===== config.mk =====
export PLATFORM = sky130hd
export DESIGN_NAME = psb_lane_unit
export DESIGN_NICKNAME = d
export VERILOG_FILES = /design/src/rtl/psb_pkg.sv /design/src/rtl/psb_mask.sv /design/src/rtl/psb_place.sv /design/src/rtl/psb_oreg.sv /design/src/rtl/psb_lane_unit.sv
export SDC_FILE = /design/constraint.sdc
export NUM_CORES = 1
export LEC_CHECK = 0
export BUFFER_PORTS_ARGS = -buffer_cell sky130_fd_sc_hd__clkbuf_2
export CAP_MARGIN = 20
export CORE_ASPECT_RATIO = 2
export CORE_MARGIN = 3
export CORE_UTILIZATION = 49
export CTS_CLUSTER_DIAMETER = 120
export CTS_CLUSTER_SIZE = 28
export DETAILED_ROUTE_END_ITERATION = 7
export GPL_TIMING_DRIVEN = 0
export PLACE_DENSITY = 0.85
export SYNTH_ARGS = -nofsm -noshare
export SYNTH_HDL_FRONTEND = slang
export SYNTH_SLANG_ARGS = --single-unit

===== constraint.sdc =====
create_clock -name clk -period 3.7 [get_ports clk]
set_input_delay 0.37 -clock clk [delete_from_list [all_inputs] [get_ports clk]]
set_output_delay 0.37 -clock clk [all_outputs]
set_load 0.02 [all_outputs]

===== src/rtl/psb_pkg.sv =====
package psb_pkg;
  typedef enum logic {
    FORM_BEGIN = 1'b0,
    FORM_END   = 1'b1
  } form_e;
endpackage


===== src/rtl/psb_mask.sv =====
module psb_mask #(
  parameter int NB = 8
) (
  input  logic [$clog2(NB)-1:0] off,
  input  psb_pkg::form_e        form,
  input  logic                  dword,
  output logic [NB-1:0]         lane_en,
  output logic                  zero_len
);
  localparam int OFF_W = $clog2(NB);
  localparam int HALF  = NB / 2;
  localparam int HW    = $clog2(HALF);

  logic [OFF_W:0] kd_x;
  logic [OFF_W:0] kw_x;
  logic           half_sel;
  logic           is_end;

  assign is_end   = (form == psb_pkg::FORM_END);
  assign kd_x     = {1'b0, off};
  assign kw_x     = {{(OFF_W+1-HW){1'b0}}, off[HW-1:0]};
  assign half_sel = off[HW];

  for (genvar j = 0; j < NB; j++) begin : g_lane
    localparam logic [OFF_W:0] JD = (OFF_W+1)'(j);
    localparam logic [OFF_W:0] JW = (OFF_W+1)'(j % HALF);
    localparam logic           HJ = (j >= HALF);
    logic dsel, wsel;
    assign dsel = is_end ? (JD < kd_x) : (JD >= kd_x);
    assign wsel = (half_sel == HJ) && (is_end ? (JW < kw_x) : (JW >= kw_x));
    assign lane_en[j] = dword ? dsel : wsel;
  end

  assign zero_len = is_end && (dword ? (off == '0) : (off[HW-1:0] == '0));

  // a word-sized store never spans both halves
  always_comb begin
    if (!dword) begin
      a_r7_one_half : assert (!((|lane_en[HALF-1:0]) && (|lane_en[NB-1:HALF])));
    end
  end
endmodule


===== src/rtl/psb_place.sv =====
module psb_place #(
  parameter int DATA_W = 64
) (
  input  logic [DATA_W-1:0] value,
  input  logic              dword,
  input  logic              half_sel,
  output logic [DATA_W-1:0] placed
);
  localparam int HB = DATA_W / 2;

  always_comb begin
    if (dword) begin
      placed = value;
    end else if (half_sel) begin
      placed = {{HB{1'b0}}, value[HB-1:0]};
    end else begin
      placed = {value[HB-1:0], {HB{1'b0}}};
    end
  end
endmodule


===== src/rtl/psb_oreg.sv =====
module psb_oreg #(
  parameter int PW = 8
) (
  input  logic          clk,
  input  logic          rst,
  input  logic          in_valid,
  output logic          in_ready,
  input  logic [PW-1:0] in_payload,
  output logic          out_valid,
  input  logic          out_ready,
  output logic [PW-1:0] out_payload
);
  logic take;

  assign in_ready = !out_valid || out_ready;
  assign take     = in_valid && in_ready;

  always_ff @(posedge clk) begin
    if (rst) begin
      out_valid   <= 1'b0;
      out_payload <= '0;
    end else begin
      if (take) begin
        out_valid   <= 1'b1;
        out_payload <= in_payload;
      end else if (out_ready) begin
        out_valid   <= 1'b0;
      end
    end
  end

  // a stalled beat stays put
  a_r9_hold : assert property (@(posedge clk) disable iff (rst)
    out_valid && !out_ready |=> out_valid && $stable(out_payload));

  // an accepted request shows up on the next cycle
  a_r10_accept : assert property (@(posedge clk) disable iff (rst)
    in_valid && in_ready |=> out_valid);

  // a retired beat with nothing behind it is not repeated
  a_r8_single : assert property (@(posedge clk) disable iff (rst)
    out_valid && out_ready && !in_valid |=> !out_valid);
endmodule


===== src/rtl/psb_lane_unit.sv =====
module psb_lane_unit #(
  parameter int AW     = 32,
  parameter int DATA_W = 64
) (
  input  logic              clk,
  input  logic              rst,
  input  logic              req_valid,
  output logic              req_ready,
  input  logic [AW-1:0]     req_addr,
  input  logic [DATA_W-1:0] req_data,
  input  logic              req_end,
  input  logic              req_dword,
  output logic              mem_valid,
  input  logic              mem_ready,
  output logic [AW-1:0]     mem_addr,
  output logic [DATA_W/8-1:0] mem_be,
  output logic [DATA_W-1:0] mem_wdata,
  output logic              mem_probe
);
  localparam int NB    = DATA_W / 8;
  localparam int OFF_W = $clog2(NB);
  localparam int PW    = AW + NB + DATA_W + 1;

  psb_pkg::form_e    form;
  logic [NB-1:0]     lane_en;
  logic              zero_len;
  logic [DATA_W-1:0] placed;
  logic [AW-1:0]     base;
  logic [PW-1:0]     pay_in, pay_out;

  assign form = req_end ? psb_pkg::FORM_END : psb_pkg::FORM_BEGIN;
  assign base = {req_addr[AW-1:OFF_W], {OFF_W{1'b0}}};

  psb_mask #(.NB(NB)) u_mask (
    .off      (req_addr[OFF_W-1:0]),
    .form     (form),
    .dword    (req_dword),
    .lane_en  (lane_en),
    .zero_len (zero_len)
  );

  psb_place #(.DATA_W(DATA_W)) u_place (
    .value    (req_data),
    .dword    (req_dword),
    .half_sel (req_addr[OFF_W-1]),
    .placed   (placed)
  );

  assign pay_in = {base, lane_en, placed, zero_len};

  psb_oreg #(.PW(PW)) u_oreg (
    .clk         (clk),
    .rst         (rst),
    .in_valid    (req_valid),
    .in_ready    (req_ready),
    .in_payload  (pay_in),
    .out_valid   (mem_valid),
    .out_ready   (mem_ready),
    .out_payload (pay_out)
  );

  assign {mem_addr, mem_be, mem_wdata, mem_probe} = pay_out;

  // zero-length beat carries no enabled lane
  a_r6_probe_empty : assert property (@(posedge clk) disable iff (rst)
    mem_valid && mem_probe |-> mem_be == '0);

  // every other beat writes something
  a_r6_write_nonempty : assert property (@(posedge clk) disable iff (rst)
    mem_valid && !mem_probe |-> mem_be != '0);

  // enabled lanes form one run
  a_r8_one_run : assert property (@(posedge clk) disable iff (rst)
    mem_valid && !mem_probe |->
      $countones({1'b0, mem_be, 1'b0} ^ ({1'b0, mem_be, 1'b0} >> 1)) == 2);
endmodule


# --- Yosys cells after proc, flatten, opt, wreduce, memory -nomap -nowiden ---
# Cells that the tools add are included.
word_totals:
  regBits: 103
  input_bits: 102
  output_inout_bits: 107
  word_cells: 68
op_classes:
  order_cmp: 24
  n_mux: 26
  bitwise_logic: 1
  reduce_logical: 15
op_table:
  columns: ["cell", "n"]
  rows:
  - ["2-to-1 mux 64 bit", 2]
  - ["2-to-1 mux 1 bit", 24]
  - ["greater-or-equal comparator 3 bit (first input constant)", 4]
  - ["less-than comparator 3 bit (first input constant)", 4]
  - ["logical AND 1 bit", 10]
  - ["greater-or-equal comparator 1 x 3 -> 1 bit (first input constant)", 2]
  - ["greater-or-equal comparator 2 x 3 -> 1 bit (first input constant)", 2]
  - ["less-than comparator 1 x 3 -> 1 bit (first input constant)", 2]
  - ["less-than comparator 2 x 3 -> 1 bit (first input constant)", 2]
  - ["greater-or-equal comparator 1 x 2 -> 1 bit (first input constant)", 2]
  - ["greater-or-equal comparator 2 bit (first input constant)", 2]
  - ["less-than comparator 1 x 2 -> 1 bit (first input constant)", 2]
  - ["less-than comparator 2 bit (first input constant)", 2]
  - ["zero test 3 bit", 1]
  - ["zero test 2 bit", 1]
  - ["nonzero test 2 bit", 1]
  - ["zero test 1 bit", 1]
  - ["logical OR 1 bit", 1]
  - ["NOT 1 bit", 1]

# --- Logic depth before layout (Yosys ltp) ---
depth:
  word_depth: 4
  mapped_depth: 6
  ltp_nobuf: 4

# --- Hierarchy ---
# From an unflattened synthesis, not the netlist that was laid out.
unflattened:
  cells_unflattened: 598
  hier_area_um2: 5693.0
modules_own_cells:
  columns: ["mod", "instances", "cells_each", "area_each_um2", "seq_area_each_um2"]
  rows:
  - ["psb_oreg", 1, 483, 4843.4, 2122.0]
  - ["psb_place", 1, 79, 586.8, 0.0]
  - ["psb_mask", 1, 35, 259.0, 0.0]
  - ["psb_lane_unit", 1, 1, 3.8, 0.0]

# --- Worst setup path before layout ---
# No wires, ideal clock.
synth_timing:
  path_kind: "register to output"
  from: "reg u_oreg.out_valid"
  to: "out req_ready"
  arrival_time_ps: 1049
  required_time_ps: 3330
  path_slack_ps: 2281
  stages_incl_launch_ff: 5
  path_buffers: 2
  cell_sequence: "dfxtp_1 nor2b_2 inv_1 buf_2 buf_2"
synth_via:
  elab_chain_cells: 2
synth_rtl:
  columns: ["item", "line", "rtl"]
  rows:
  - ["start: declaration", "psb_oreg.sv:9", "output logic out_valid,"]
  - ["start signal: assignment", "psb_oreg.sv:20", "out_valid <= 1'b0;"]
  - ["start signal: assignment", "psb_oreg.sv:24", "out_valid <= 1'b1;"]
  - ["start signal: assignment", "psb_oreg.sv:27", "out_valid <= 1'b0;"]
  - ["zero test 1 bit", "psb_oreg.sv:15", "assign in_ready = !out_valid || out_ready;"]
  - ["logical OR 1 bit", "psb_oreg.sv:15", null]
  - ["end: declaration", "psb_lane_unit.sv:8", "output logic req_ready,"]
# Every way passes these cells.

# --- Worst setup path in the final report ---
# Ends and elaborated chain as after synthesis.

==> flow_summary.ini <==
[layout]
area_growth_pct = 34.9
final_core_util_pct = 68.4
num_antenna_cells = 0
final_common_cell = clkbuf_2
final_area_um2 = 5720
drive_gt1_share_pct = 34.7
nets = 815
mostFrequentLayoutCells = clkbuf_2 (205), a21oi_1 (103), dfxtp_1 (103)

[routing]
drt_iter0_markers = 396
wl_per_cell_um = 18.5
viasPerCell = 5.97
num_vias = 4872
antenna_left = 0
drc = 0
totalWireLength_mm = 15.1
drtPass1Iterations = 5

[sta]
setup_tns_ns = 0
finClkSkew_ns = 0.00333
rsz0062_at_grt = false
period_share_pct = 55.3
slew_viol_final = 0
period_needed_ns = 2.05
fin_ws_ns = 1.65
hold_viol = 0
tightestPinTransition_ns = 0.562
max_slew_margin_pct = 62.5
setup_viol = 0
timing.fmax_ghz = 0.488

[critical_path]
critPathLaunchType = register
rr_startpoint = u_oreg.out_valid
r2r.worst_path.cells = 5
required_ns = 3.33
crit_type = reg2out
cp_data_arrival_time_ns = 1.68
crit_start = u_oreg.out_valid
rrSetupSlack_ns = 2.12
critPathMaxFanout = 10
end_kind = output pin

[global_route]
grt_pass1_vias = 4817
overflow = 0
antenna_found_initial = 0
grt_max_degree = 17
grt_usage_pct = 30.1
grt_pass1_wl_mm = 23.3

[clocking]
cts_root_buf = clkbuf_16
hold_buffers = 0
cts_inserted_buffers = 9
cts_setup_buffers = 0
cts.path.max_buffers = 2
htree_levels = 3
cts_tree = built
clkLatencyLatePin_ns = 0.34
cts.sinks = 103
cts_resized = 0
clkTransAtPathRegs_ns = 0.07

[synth]
syn_avg_cell_area_um2 = 8.56
syn_area_um2 = 4240
synth_ff_type = dfxtp_1
ys_types = 28
synthCells = 495
synth_enable_flop_cells = 0
synth-seq-cells = 103
ys_warn_count = 0
synth-async-reset-ratio_pct = 0
yosysSeqAreaShare_pct = 48.7

[floorplan]
core-area_um2 = 8350
die_x_um = 71.7
die_h_um = 137
die-area_um2 = 9860
row_count = 47
io_pins = 209
start_util_pct = 50.7

[hold_path]
min_from = req_addr[25]
holdPathStages = 3
hold_path.class = in2reg

[power]
pwr-share-comb_pct = 17.9
clkPwrFrac_pct = 37.2
seqPwrFrac_pct = 44.9
switchingPower_w = 0.000756
internal_power_w = 0.00197
netSwitchingFraction_pct = 27.8
p_total_w = 0.00272
max-vdd-ir-drop_mv = 0.350
p_per_area_nw_per_um2 = 476
power_leakage_nw = 2.48

[placed_design]
place.gp.congestion = 0.891
dp_slack_ns = 1.95
dpl.hpwl_mm = 11.7
dpl_cell_area_um2 = 5390
io_buffers = 205

[outcome]
status = complete, no violations

[job]
maxCapViolations = 0
per-layer routing:
metal / routed length [µm] / up-vias / track usage [%]
met3: 1040 / 46 / 6.06
met2: 8120 / 241 / 55.4
li1: - / 2292 / -
met1: 5230 / 2293 / 30.9
met4: 663 / 0 / 16.9
met5: 0 / - / 0
kinds of logic (layout without fill, tap and decap cells):
family	after synthesis	in the layout	share of synthesized area (%)
mux	3	3	0.709
compound gates	238	238	32.5
simple gates	81	81	10.9
other cells	1	3	0.0885
flops	103	103	48.7
xor+xnor	1	1	0.207
buf+inv	68	289	6.91
path summary, 6_finish.rpt:
kind                            end
max reg2reg  u_oreg.out_payload[15]
min          u_oreg.out_payload[98]
min reg2reg   u_oreg.out_payload[5]
max                       req_ready
flip-flops by register name, indices dropped and copies added, names as in the netlist:
| signal | cells |
|---|---|
| u_oreg.out_payload | 102 |
| u_oreg.out_valid | 1 |
per-stage QoR:
stage / cells / hold WS, ns
final: 816 / 0.259
after global routing: 816 / 0.261
after CTS: 816 / 0.249
after detailed placement: 800 / 0.466
after global placement: 800 / 0.458
after floorplan: 497 / 0.518
power by group through the flow:
stage / sequential [W] / combinational, W / clock (W)
CTS: 0.00122 / 0.000486 / 0.00102
global route: 0.00123 / 0.000529 / 0.00106
global placement: 0.00124 / 0.000472 / 0
finish: 0.00122 / 0.000487 / 0.00101
detailed placement: 0.00124 / 0.000484 / 0
floorplan: 0.00133 / 0.000197 / 0
critical path, stage by stage, from the launching register on:
cell	delay, ns
dfxtp_1	0.31
nor2b_2	0.18
inv_1	0.10
buf_2	0.24
buf_2	0.29
clkbuf_2	0.22
final cells by class:
class	instances	area, µm²
Fill cell	720	2640
Sequential cell	103	2060
Multi-Input combinational cell	326	1890
Timing Repair Buffer	205	1030
Buffer	65	282
Clock buffer	11	243
Tap cell	98	123
Clock inverter	5	81.3
Inverter	3	11.3
cell usage after synthesis, drive strengths merged, types with 2 or more instances:
cell type,count,area share (%)
nand4,33,4.9
a311oi,5,1.0
nand2,4,0.35
clkbuf,32,2.8
nor2,4,0.47
nand2b,2,0.30
a21oi,103,12
o21ai,64,7.6
a211oi,35,6.2
buf,33,3.8
inv,3,0.27
dfxtp,103,49
nor2b,3,0.50
mux2i,3,0.71
a22oi,31,5.5
nand3,29,3.4
and2,2,0.30
No activity file was read; power rests on OpenSTA's default activity.
